===== config.mk =====
export PLATFORM = sky130hd
export DESIGN_NAME = win_switch_ctrl
export DESIGN_NICKNAME = d
export VERILOG_FILES = /design/src/rtl/win_sw_pkg.sv /design/src/rtl/win_sw_addr.sv /design/src/rtl/win_sw_delay.sv /design/src/rtl/win_switch_ctrl.sv
export SDC_FILE = /design/constraint.sdc
export NUM_CORES = 1
export LEC_CHECK = 0
export ABC_AREA = 1
export BUFFER_PORTS_ARGS = -buffer_cell sky130_fd_sc_hd__buf_2
export CORE_MARGIN = 3
export CORE_UTILIZATION = 40
export CTS_BUF_LIST = sky130_fd_sc_hd__clkbuf_4 sky130_fd_sc_hd__clkbuf_8
export DETAILED_ROUTE_END_ITERATION = 8
export GPL_TIMING_DRIVEN = 0
export PLACE_DENSITY = 0.82
export SLEW_MARGIN = 10
export SYNTH_ARGS = -nofsm -noshare
export SYNTH_HDL_FRONTEND = slang
export SYNTH_SLANG_ARGS = --single-unit

===== constraint.sdc =====
create_clock -name clk_i -period 2.2 [get_ports clk_i]
set_clock_uncertainty 0.05 [all_clocks]
set_input_delay 0 -clock clk_i [delete_from_list [all_inputs] [get_ports clk_i]]
set_output_delay 0 -clock clk_i [all_outputs]
set_load 0.01 [all_outputs]

===== src/rtl/win_sw_pkg.sv =====
package win_sw_pkg;
  localparam int WORD_W = 32;

  typedef enum logic [1:0] {
    OP_SWITCH = 2'd0,
    OP_READ   = 2'd1,
    OP_WRITE  = 2'd2,
    OP_RSVD   = 2'd3
  } win_op_e;

  typedef enum logic [2:0] {
    ST_IDLE,
    ST_CFG_WR,
    ST_CFG_RD,
    ST_WAIT,
    ST_MEM,
    ST_OK,
    ST_FAIL
  } win_st_e;
endpackage


===== src/rtl/win_sw_addr.sv =====
module win_sw_addr #(
  parameter int          CORE_W    = 4,
  parameter int          SHIFT     = 12,
  parameter logic [31:0] ENUM_BASE = 32'h1800_0000
) (
  input  logic [CORE_W-1:0] core_i,
  input  logic [31:0]       rb_i,
  output logic [31:0]       win_o,
  output logic              match_o
);
  logic [31:0] core_ext;
  logic [31:0] diff;

  assign core_ext = 32'(core_i);
  assign win_o    = ENUM_BASE + (core_ext << SHIFT);
  assign diff     = rb_i - ENUM_BASE;
  // integer divide by the power-of-two region size drops the low bits
  assign match_o  = (diff >> SHIFT) == core_ext;

  always_comb begin
    if (rb_i == win_o) AST_ROUNDTRIP: assert (match_o);
  end
endmodule


===== src/rtl/win_sw_delay.sv =====
module win_sw_delay #(
  parameter int CYCLES = 2500
) (
  input  logic clk_i,
  input  logic rst_ni,
  input  logic start_i,
  output logic done_o
);
  localparam int CNT_W = $clog2(CYCLES + 1);

  logic [CNT_W-1:0] cnt_q;
  logic             act_q;

  always_ff @(posedge clk_i or negedge rst_ni) begin
    if (!rst_ni) begin
      cnt_q <= '0;
      act_q <= 1'b0;
    end else if (start_i) begin
      cnt_q <= CNT_W'(CYCLES - 1);
      act_q <= 1'b1;
    end else if (act_q) begin
      if (cnt_q == '0) act_q <= 1'b0;
      else             cnt_q <= cnt_q - 1'b1;
    end
  end

  assign done_o = act_q && (cnt_q == '0);

  AST_WAIT_ENDS: assert property (@(posedge clk_i) disable iff (!rst_ni)
    done_o && !start_i |=> !done_o);
endmodule


===== src/rtl/win_switch_ctrl.sv =====
module win_switch_ctrl
  import win_sw_pkg::*;
#(
  parameter int          N_CORES     = 16,
  parameter int          REGION_SIZE = 4096,
  parameter logic [31:0] ENUM_BASE   = 32'h1800_0000,
  parameter int          MAX_RETRY   = 2,
  parameter int          CLK_MHZ     = 250,
  parameter int          WAIT_US     = 10,
  localparam int         CORE_W      = $clog2(N_CORES),
  localparam int         OFF_W       = $clog2(REGION_SIZE)
) (
  input  logic              clk_i,
  input  logic              rst_ni,
  input  logic              req_i,
  input  logic [1:0]        op_i,
  input  logic [CORE_W-1:0] core_i,
  input  logic              wide_i,
  input  logic [OFF_W-1:0]  addr_i,
  input  logic [31:0]       wdata_i,
  output logic              busy_o,
  output logic              done_o,
  output logic              err_o,
  output logic [31:0]       rdata_o,
  output logic              mapped_vld_o,
  output logic [CORE_W-1:0] mapped_o,
  output logic              cfg_req_o,
  output logic              cfg_we_o,
  output logic [31:0]       cfg_wdata_o,
  input  logic              cfg_ack_i,
  input  logic              cfg_err_i,
  input  logic [31:0]       cfg_rdata_i,
  output logic              mem_req_o,
  output logic              mem_we_o,
  output logic              mem_wide_o,
  output logic [OFF_W-1:0]  mem_addr_o,
  output logic [31:0]       mem_wdata_o,
  input  logic              mem_ack_i,
  input  logic [31:0]       mem_rdata_i
);
  localparam int WAIT_CYC = CLK_MHZ * WAIT_US;
  localparam int ATT_W    = $clog2(MAX_RETRY + 2) + 1;

  win_st_e             st_q, st_d;
  win_op_e             op_q;
  logic [CORE_W-1:0]   core_q, map_q;
  logic                map_vld_q, wide_q;
  logic [OFF_W-1:0]    addr_q;
  logic [31:0]         wdata_q, rdata_q;
  logic [ATT_W-1:0]    att_q;
  logic                rb_match, wait_start, wait_done;
  logic                go_fail, map_upd, att_inc;
  logic                in_acc, q_acc, hit;
  logic [31:0]         fail_word;

  win_sw_addr #(.CORE_W(CORE_W), .SHIFT(OFF_W), .ENUM_BASE(ENUM_BASE)) u_addr (
    .core_i (core_q),
    .rb_i   (cfg_rdata_i),
    .win_o  (cfg_wdata_o),
    .match_o(rb_match)
  );

  win_sw_delay #(.CYCLES(WAIT_CYC)) u_delay (
    .clk_i  (clk_i),
    .rst_ni (rst_ni),
    .start_i(wait_start),
    .done_o (wait_done)
  );

  assign in_acc    = (op_i == OP_READ) || (op_i == OP_WRITE);
  assign q_acc     = (op_q == OP_READ) || (op_q == OP_WRITE);
  assign hit       = map_vld_q && (core_i == map_q);
  assign fail_word = wide_q ? 32'hFFFF_FFFF : 32'h0000_FFFF;

  always_comb begin
    st_d       = st_q;
    go_fail    = 1'b0;
    map_upd    = 1'b0;
    att_inc    = 1'b0;
    wait_start = 1'b0;
    unique case (st_q)
      ST_IDLE:   if (req_i) st_d = (in_acc && hit) ? ST_MEM : ST_CFG_WR;
      ST_CFG_WR: if (cfg_ack_i) begin
        if (cfg_err_i) go_fail = 1'b1;
        else           st_d    = ST_CFG_RD;
      end
      ST_CFG_RD: if (cfg_ack_i) begin
        if (cfg_err_i) go_fail = 1'b1;
        else if (rb_match) begin
          map_upd = 1'b1;
          st_d    = q_acc ? ST_MEM : ST_OK;
        end else if (att_q > ATT_W'(MAX_RETRY)) go_fail = 1'b1;
        else begin
          att_inc    = 1'b1;
          wait_start = 1'b1;
          st_d       = ST_WAIT;
        end
      end
      ST_WAIT:   if (wait_done) st_d = ST_CFG_WR;
      ST_MEM:    if (mem_ack_i) st_d = ST_OK;
      default:   st_d = ST_IDLE;
    endcase
    if (go_fail) st_d = ST_FAIL;
  end

  always_ff @(posedge clk_i or negedge rst_ni) begin
    if (!rst_ni) begin
      st_q      <= ST_IDLE;
      op_q      <= OP_SWITCH;
      core_q    <= '0;
      map_q     <= '0;
      map_vld_q <= 1'b0;
      wide_q    <= 1'b0;
      addr_q    <= '0;
      wdata_q   <= '0;
      rdata_q   <= '0;
      att_q     <= '0;
    end else begin
      st_q <= st_d;
      if (st_q == ST_IDLE && req_i) begin
        op_q    <= win_op_e'(op_i);
        core_q  <= core_i;
        wide_q  <= wide_i;
        addr_q  <= addr_i;
        wdata_q <= wdata_i;
        att_q   <= '0;
      end
      if (att_inc) att_q <= att_q + 1'b1;
      if (map_upd) begin
        map_q     <= core_q;
        map_vld_q <= 1'b1;
      end
      if (go_fail) rdata_q <= fail_word;
      else if (st_q == ST_MEM && mem_ack_i)
        rdata_q <= wide_q ? mem_rdata_i : {16'h0000, mem_rdata_i[15:0]};
    end
  end

  assign busy_o       = st_q != ST_IDLE;
  assign done_o       = st_q == ST_OK;
  assign err_o        = st_q == ST_FAIL;
  assign rdata_o      = rdata_q;
  assign mapped_vld_o = map_vld_q;
  assign mapped_o     = map_q;
  assign cfg_req_o    = (st_q == ST_CFG_WR) || (st_q == ST_CFG_RD);
  assign cfg_we_o     = st_q == ST_CFG_WR;
  assign mem_req_o    = st_q == ST_MEM;
  assign mem_we_o     = op_q == OP_WRITE;
  assign mem_wide_o   = wide_q;
  assign mem_addr_o   = addr_q;
  assign mem_wdata_o  = wdata_q;

  AST_CFG_HOLD: assert property (@(posedge clk_i) disable iff (!rst_ni)
    cfg_req_o && !cfg_ack_i |=> cfg_req_o && $stable(cfg_we_o));
  AST_RETRY_CAP: assert property (@(posedge clk_i) disable iff (!rst_ni)
    att_q <= ATT_W'(MAX_RETRY + 1));
  AST_FAIL_ONES: assert property (@(posedge clk_i) disable iff (!rst_ni)
    err_o && op_q == OP_READ && wide_q |-> rdata_o == 32'hFFFF_FFFF);
  AST_MAP_ON_OK: assert property (@(posedge clk_i) disable iff (!rst_ni)
    !$stable({mapped_vld_o, mapped_o}) |->
      $past(cfg_req_o && !cfg_we_o && cfg_ack_i && !cfg_err_i));
  AST_DIRECT_HIT: assert property (@(posedge clk_i) disable iff (!rst_ni)
    !busy_o && req_i && in_acc && hit |=> mem_req_o);
  AST_BUSY_HOLD: assert property (@(posedge clk_i) disable iff (!rst_ni)
    busy_o && !done_o && !err_o |=> busy_o);
  AST_ONE_RESULT: assert property (@(posedge clk_i) disable iff (!rst_ni)
    !(done_o && err_o));
endmodule


==> impl_metrics.env, run 1 <==
export IMPL_status="finished, final reports clean"
export IMPL_antennaDiodeCount=0
export IMPL_htree_levels=3
export IMPL_synth_cells=552
export IMPL_worst_slack_ps=214.4
export IMPL_worstMarginPinSlew_ps=1108
export IMPL_power_mw=8.368
export IMPL_port_buffers=201
export IMPL_clk_latency_ps=380
export IMPL_post_cts_buffers=0
export IMPL_maxSlewViolCount=0
export IMPL_synthTopCellsByArea="dfrtp_1 51%, nand2_1 8.5%, mux2_2 8.2%"
export IMPL_rsz0062_at_grt="no"
export IMPL_wl_um=15360
export IMPL_grt_max_degree=84
export IMPL_setup_tns_ps=0
export IMPL_dieArea_um2=14500
export IMPL_post_route_period_util_pct=90.25
export IMPL_place_area_um2=6588
export IMPL_critPathKind="flip-flop to flip-flop"
export IMPL_cts_resized=0
export IMPL_overflow=0
export IMPL_wire_per_inst_um=14.53
export IMPL_critPathArrivalTime_ps=2220
export IMPL_via_count=4938
export IMPL_final_cells=1057
export IMPL_drt_iter0_markers=325
export IMPL_hold_class="primary input to async pin"
export IMPL_antenna_found_initial=0
export IMPL_first_pass_iters=5
export IMPL_critPathLaunch="u_delay.cnt_q[0]"
export IMPL_synth_common_cells="118 x nand2_1, 107 x dfrtp_1, 57 x nand3_1"
export IMPL_place_inst=952
export IMPL_avgViaCountPerCell=4.672
export IMPL_pwr_density_cell_nw_per_um2=1092
export IMPL_die_x_um=120.4
export IMPL_utilization_pct=60.22
export IMPL_p_leak_nw=4.089
export IMPL_ys_warn_count=0
export IMPL_grt_pass1_wl_um=24090
export IMPL_crit_path_end_kind="flip-flop"
export IMPL_startpoint_type="flip-flop"
export IMPL_dp_hpwl_um=10180
export IMPL_die_h_um=120.4
export IMPL_clkTransAtPathRegs_ps=100
export IMPL_syn_area_um2=5235
export IMPL_final_setup_viol_count=0
export IMPL_hold_viol=0
export IMPL_cts_buffers=9
export IMPL_nNetsFinal=1006
export IMPL_stdcell_area_um2=7661
export IMPL_ys_ff_latch=107
export IMPL_clock_path_buffers=2
export IMPL_drive_above_1_share_pct=37.29
export IMPL_whs_ps=136.7
export IMPL_fin_crit_ps=1986
export IMPL_detail_route_antenna_nets=0
export IMPL_cap_violations=0
export IMPL_synth_area_leader_cell="dfrtp_1"
export IMPL_syn_avg_cell_area_um2=9.484
export IMPL_synth_edff_count=0
export IMPL_grt_pass1_vias=4903
export IMPL_fmax_mhz=503.6
export IMPL_cts_sinks=107
export IMPL_yosysUniqueCellTypes=36
export IMPL_core_area_um2=12720
export IMPL_crit_required_ps=2430
export IMPL_synth_flop_cell="dfrtp_1"
export IMPL_drc=0
export IMPL_post_place_ws_ps=250.1
export IMPL_routabilityCongestion=0.7867
export IMPL_r2r_start="u_delay.cnt_q[0]"
export IMPL_num_rows=41
export IMPL_async_flop_share_pct=100.0
export IMPL_grtUsageTotal_pct=21.02
export IMPL_synth_top_area_share_pct=51.15
export IMPL_path_max_fanout=4
export IMPL_yosysSeqAreaShare_pct=51.15
export IMPL_io_pins=242
export IMPL_slew_headroom_pct=25.87
export IMPL_initial_core_util_pct=41.15
export IMPL_ir_worst_vdd_uv=882.5
export IMPL_area_growth_pct=46.34
export IMPL_synth_most_common_cell="nand2_1"
export IMPL_clockRootBuffer="clkbuf_8"
export IMPL_cts_tree="yes"
[per-layer routing]
| layer | up-vias | share of wire [%] | track usage [%] |
|---|---|---|---|
| met3 | 26 | 7.2 | 5.239 |
| met2 | 203 | 50 | 36.40 |
| met1 | 2339 | 40 | 25.16 |
| met5 | - | 0 | 0 |
| li1 | 2370 | - | - |
| met4 | 0 | 2.4 | 8.144 |
[area by class of cell]
| type | count | area (µm²) |
|---|---|---|
| Clock inverter | 5 | 37.54 |
| Timing Repair Buffer | 291 | 1931 |
| Clock buffer | 11 | 145.1 |
| Buffer | 49 | 349.1 |
| Tap cell | 172 | 215.2 |
| Fill cell | 1036 | 5061 |
| Inverter | 57 | 216.5 |
| Sequential cell | 107 | 2678 |
| Multi-Input combinational cell | 365 | 2090 |
[worst max-delay path, cell delays in order (launching register included)]
cell     delay [ps]
dfrtp_1         390
inv_1           110
ha_1            150
inv_1            40
nor2_1          190
nand2_1          90
nor2_2          170
nand3_1         130
a22oi_1         310
nand2_1         120
nand2_1          70
nand2_1          40
[registers in the layout, summed over array words and instances, names as in the netlist]
name,flops
st_q,3
op_q,2
u_delay.cnt_q,12
u_delay.act_q,1
mem_addr_o,12
core_q,4
mapped_vld_o,1
mapped_o,4
mem_wide_o,1
rdata_o,32
mem_wdata_o,32
att_q,3
[what timing repair did]
item / in CTS / in global routing
hold buffers: 90 / 0
setup endpoints to repair: 0 / 1
hold endpoints to repair: 197 / 0
[logic make-up (layout without fill, tap and decap cells)]
group	after synthesis	count (layout)	share of synthesized area, %
adder cells (fa/ha/maj)	5	5	1.195
AND/OR/NAND/NOR	245	245	21.84
multiplexers	51	51	10.85
XOR/XNOR	5	5	0.8365
other	2	28	0.1435
AO/OA/AOI/OAI	31	31	3.179
buffers and inverters	106	413	10.80
flip-flops	107	107	51.15
[layout by cell type, fill, tap and decap left out, drive strengths merged]
cell	count
nor3	7
or2	1
conb	28
dfrtp	107
nor2	39
o211ai	1
nand2	124
clkbuf	15
dlygate4sd3	89
mux2i	5
o22ai	3
buf	247
mux2	46
a21boi	1
nand3	68
xnor2	1
nand3b	3
nand4	3
xor2	4
o21ai	14
inv	58
a21oi	11
clkinv	3
a22oi	1
clkinvlp	1
ha	5
[where the power goes]
group          total, mW  switching, mW  internal (mW)
Clock               1.17          0.711          0.463
Combinational       3.90           2.16           1.74
Sequential          3.29          0.499           2.80
Total               8.37           3.37           5.00
[final timing paths]
path,endpoint,slack [ps],cells past startpoint
max reg2reg,st_q[1],210,11
min reg2reg,u_delay.cnt_q[2],450,1
max,st_q[1],210,11
max in group asynchronous,mem_wdata_o[22],530,3
min in group clk_i,mem_wdata_o[5],170,4
min,mem_addr_o[3],140,3
No activity file was read; power rests on OpenSTA's default activity.
==> run 2, diff against run 1 <==
CORE_UTILIZATION = 49   (was 40)
HOLD_SLACK_MARGIN = 0.05   (was default)
PLACE_DENSITY = 0.95   (was 0.82)
==> impl_metrics.env, run 2 (synthesized netlist as in run 1, its figures left out) <==
export IMPL_rsz0062_at_grt="no"
export IMPL_place_area_um2=6543
export IMPL_drt_iter0_markers=347
export IMPL_clockRootBuffer="clkbuf_8"
export IMPL_core_area_um2=10370
export IMPL_cap_violations=0
export IMPL_hold_viol=0
export IMPL_die_h_um=109.4
export IMPL_drive_above_1_share_pct=37.27
export IMPL_grt_pass1_wl_um=25240
export IMPL_stdcell_area_um2=7685
export IMPL_dp_hpwl_um=10160
export IMPL_htree_levels=3
export IMPL_dieArea_um2=11960
export IMPL_place_inst=916
export IMPL_fin_crit_ps=2013
export IMPL_whs_ps=182.9
export IMPL_antenna_found_initial=0
export IMPL_worst_path_buf_inv=2
export IMPL_critPathCapture="rdata_o[10]"
export IMPL_grt_pass1_vias=5338
export IMPL_final_setup_viol_count=0
export IMPL_p_comb_share_pct=46.9
export IMPL_cts_buffers=9
export IMPL_wire_per_inst_um=16.29
export IMPL_clock_path_buffers=2
export IMPL_worstReg2RegEnd="rdata_o[10]"
export IMPL_drc=0
export IMPL_num_rows=37
export IMPL_pwr_density_cell_nw_per_um2=1115
export IMPL_grt_max_degree=67
export IMPL_maxSlewViolCount=0
export IMPL_critPathLaunch="st_q[0]"
export IMPL_critPathKind="flip-flop to flip-flop"
export IMPL_die_x_um=109.4
export IMPL_overflow=0
export IMPL_p_leak_nw=4.112
export IMPL_hold_class="primary input to flip-flop"
export IMPL_path_cells="inv_2 -> nand2_1 -> nor2_4 -> nand2_2 -> mux2i_1 -> dlygate4sd3_1 -> nand2_1"
export IMPL_slew_headroom_pct=55.00
export IMPL_crit_path_end_kind="flip-flop"
export IMPL_nNetsFinal=1009
export IMPL_startpoint_type="flip-flop"
export IMPL_post_place_ws_ps=250.2
export IMPL_cts_sinks=107
export IMPL_via_count=5180
export IMPL_post_route_period_util_pct=91.49
export IMPL_p_sw_mw=3.545
export IMPL_final_cells=1025
export IMPL_power_frac_seq_pct=38.9
export IMPL_area_growth_pct=46.80
export IMPL_switching_share_pct=41.39
export IMPL_clk_latency_ps=370
export IMPL_r2r_start="st_q[0]"
export IMPL_n_fill_cell=664
export IMPL_p_int_mw=5.021
export IMPL_critical_path_cell_count=7
export IMPL_detail_route_antenna_nets=0
export IMPL_crit_slowest_cell="dlygate4sd3_1"
export IMPL_post_cts_buffers=0
export IMPL_worstRegToRegCells=7
export IMPL_io_pins=242
export IMPL_grtUsageTotal_pct=27.27
export IMPL_path_max_fanout=6
export IMPL_status="finished, final reports clean"
export IMPL_critPathArrivalTime_ps=2230
export IMPL_clkTransAtPathRegs_ps=120
export IMPL_power_share_clock_pct=14.2
export IMPL_crit_family="buffers and inverters"
export IMPL_wl_um=16700
export IMPL_worstMarginPinSlew_ps=675.0
export IMPL_layout_commonest_cell="buf_2"
export IMPL_final_cell_mix="206 x buf_2, 118 x nand2_1, 107 x dfrtp_1"
export IMPL_fmax_mhz=496.8
export IMPL_port_buffers=201
export IMPL_ir_worst_vdd_uv=789.3
export IMPL_first_pass_iters=5
export IMPL_crit_required_ps=2420
export IMPL_path_common_cell="nand2_1"
export IMPL_rrSetupSlack_ps=190
export IMPL_critPathMaxStageDelay_ps=570
export IMPL_avgViaCountPerCell=5.054
export IMPL_routabilityCongestion=0.7899
export IMPL_worst_slack_ps=187.3
export IMPL_cts_tree="yes"
export IMPL_initial_core_util_pct=50.48
run 2: cell types whose count changed in the layout (fill, tap and decap cells not counted), moves of 2 or more:
cell | before | now
dlygate4sd3_1 | 89 | 92
clkinv_2 | 2 | 0
nor2_4 | 0 | 2
clkinv_8 | 0 | 2
nor2_2 | 5 | 3
run 2: worst min-delay path by stage:
stage                          to  cells after the start      start
floorplan                att_q[0]                      0     rst_ni
CTS                       st_q[0]                      9      req_i
finish                    st_q[0]                      9      req_i
global placement    mem_addr_o[5]                      2  addr_i[5]
global route              st_q[0]                      9      req_i
detailed placement    rdata_o[23]                      1     rst_ni
run 2: worst min-delay path, delay by kind of cell:
| kind | cells | cell delay, ps |
|---|---|---|
| AND/OR/NAND/NOR | 5 | 310 |
| buffers and inverters | 3 | 220 |
| AO/OA/AOI/OAI | 1 | 30 |
run 2: area by class of cell:
| type | instances | area [µm²] | share of cell area [%] |
|---|---|---|---|
| diodes | 1 | 2.502 | 0.03256 |
| plain buffers | 49 | 349.1 | 4.542 |
| clock buffers | 9 | 123.9 | 1.612 |
| clock inverters | 7 | 80.08 | 1.042 |
| inverters | 57 | 216.5 | 2.817 |
| multi-input cells | 365 | 2105 | 27.39 |
| flip-flops and latches | 107 | 2678 | 34.84 |
| well taps | 136 | 170.2 | 2.214 |
| repair buffers | 294 | 1961 | 25.51 |
run 2: through the flow:
| step | util, % | power, mW | setup TNS (ps) |
|---|---|---|---|
| final | 74.11 | 8.566 | 0 |
| after detailed placement | 63.09 | 7.006 | 0 |
| after CTS | 74.03 | 8.387 | 0 |
| after global routing | 74.08 | 9.129 | 0 |
| after floorplan | - | 5.584 | 0 |
| after global placement | 62.77 | 6.829 | -9588 |
run 2: per-layer routing:
layer  up-vias  track usage [%]  share of wire, %
li1       2385                -                 -
met1      2419            30.71                36
met2       293            46.82                50
met3        83            6.635               8.3
met4         0            16.12               5.6
met5         -                0                 0
run 2: repair_timing:
item                       4_1_cts  5_1_grt
hold endpoints to repair       197        0
setup endpoints to repair        0        7
hold buffers                    93        0
gates resized for setup          0        3
run 2: power groups by stage:
stage | Sequential (mW) | Combinational, mW | Clock, mW
4_1_cts | 3.26 | 3.87 | 1.25
6_report | 3.33 | 4.02 | 1.22
5_1_grt | 3.41 | 4.40 | 1.32
3_5_place_dp | 3.29 | 3.72 | 0
3_3_place_gp | 3.24 | 3.59 | 0
2_1_floorplan | 3.58 | 2.00 | 0
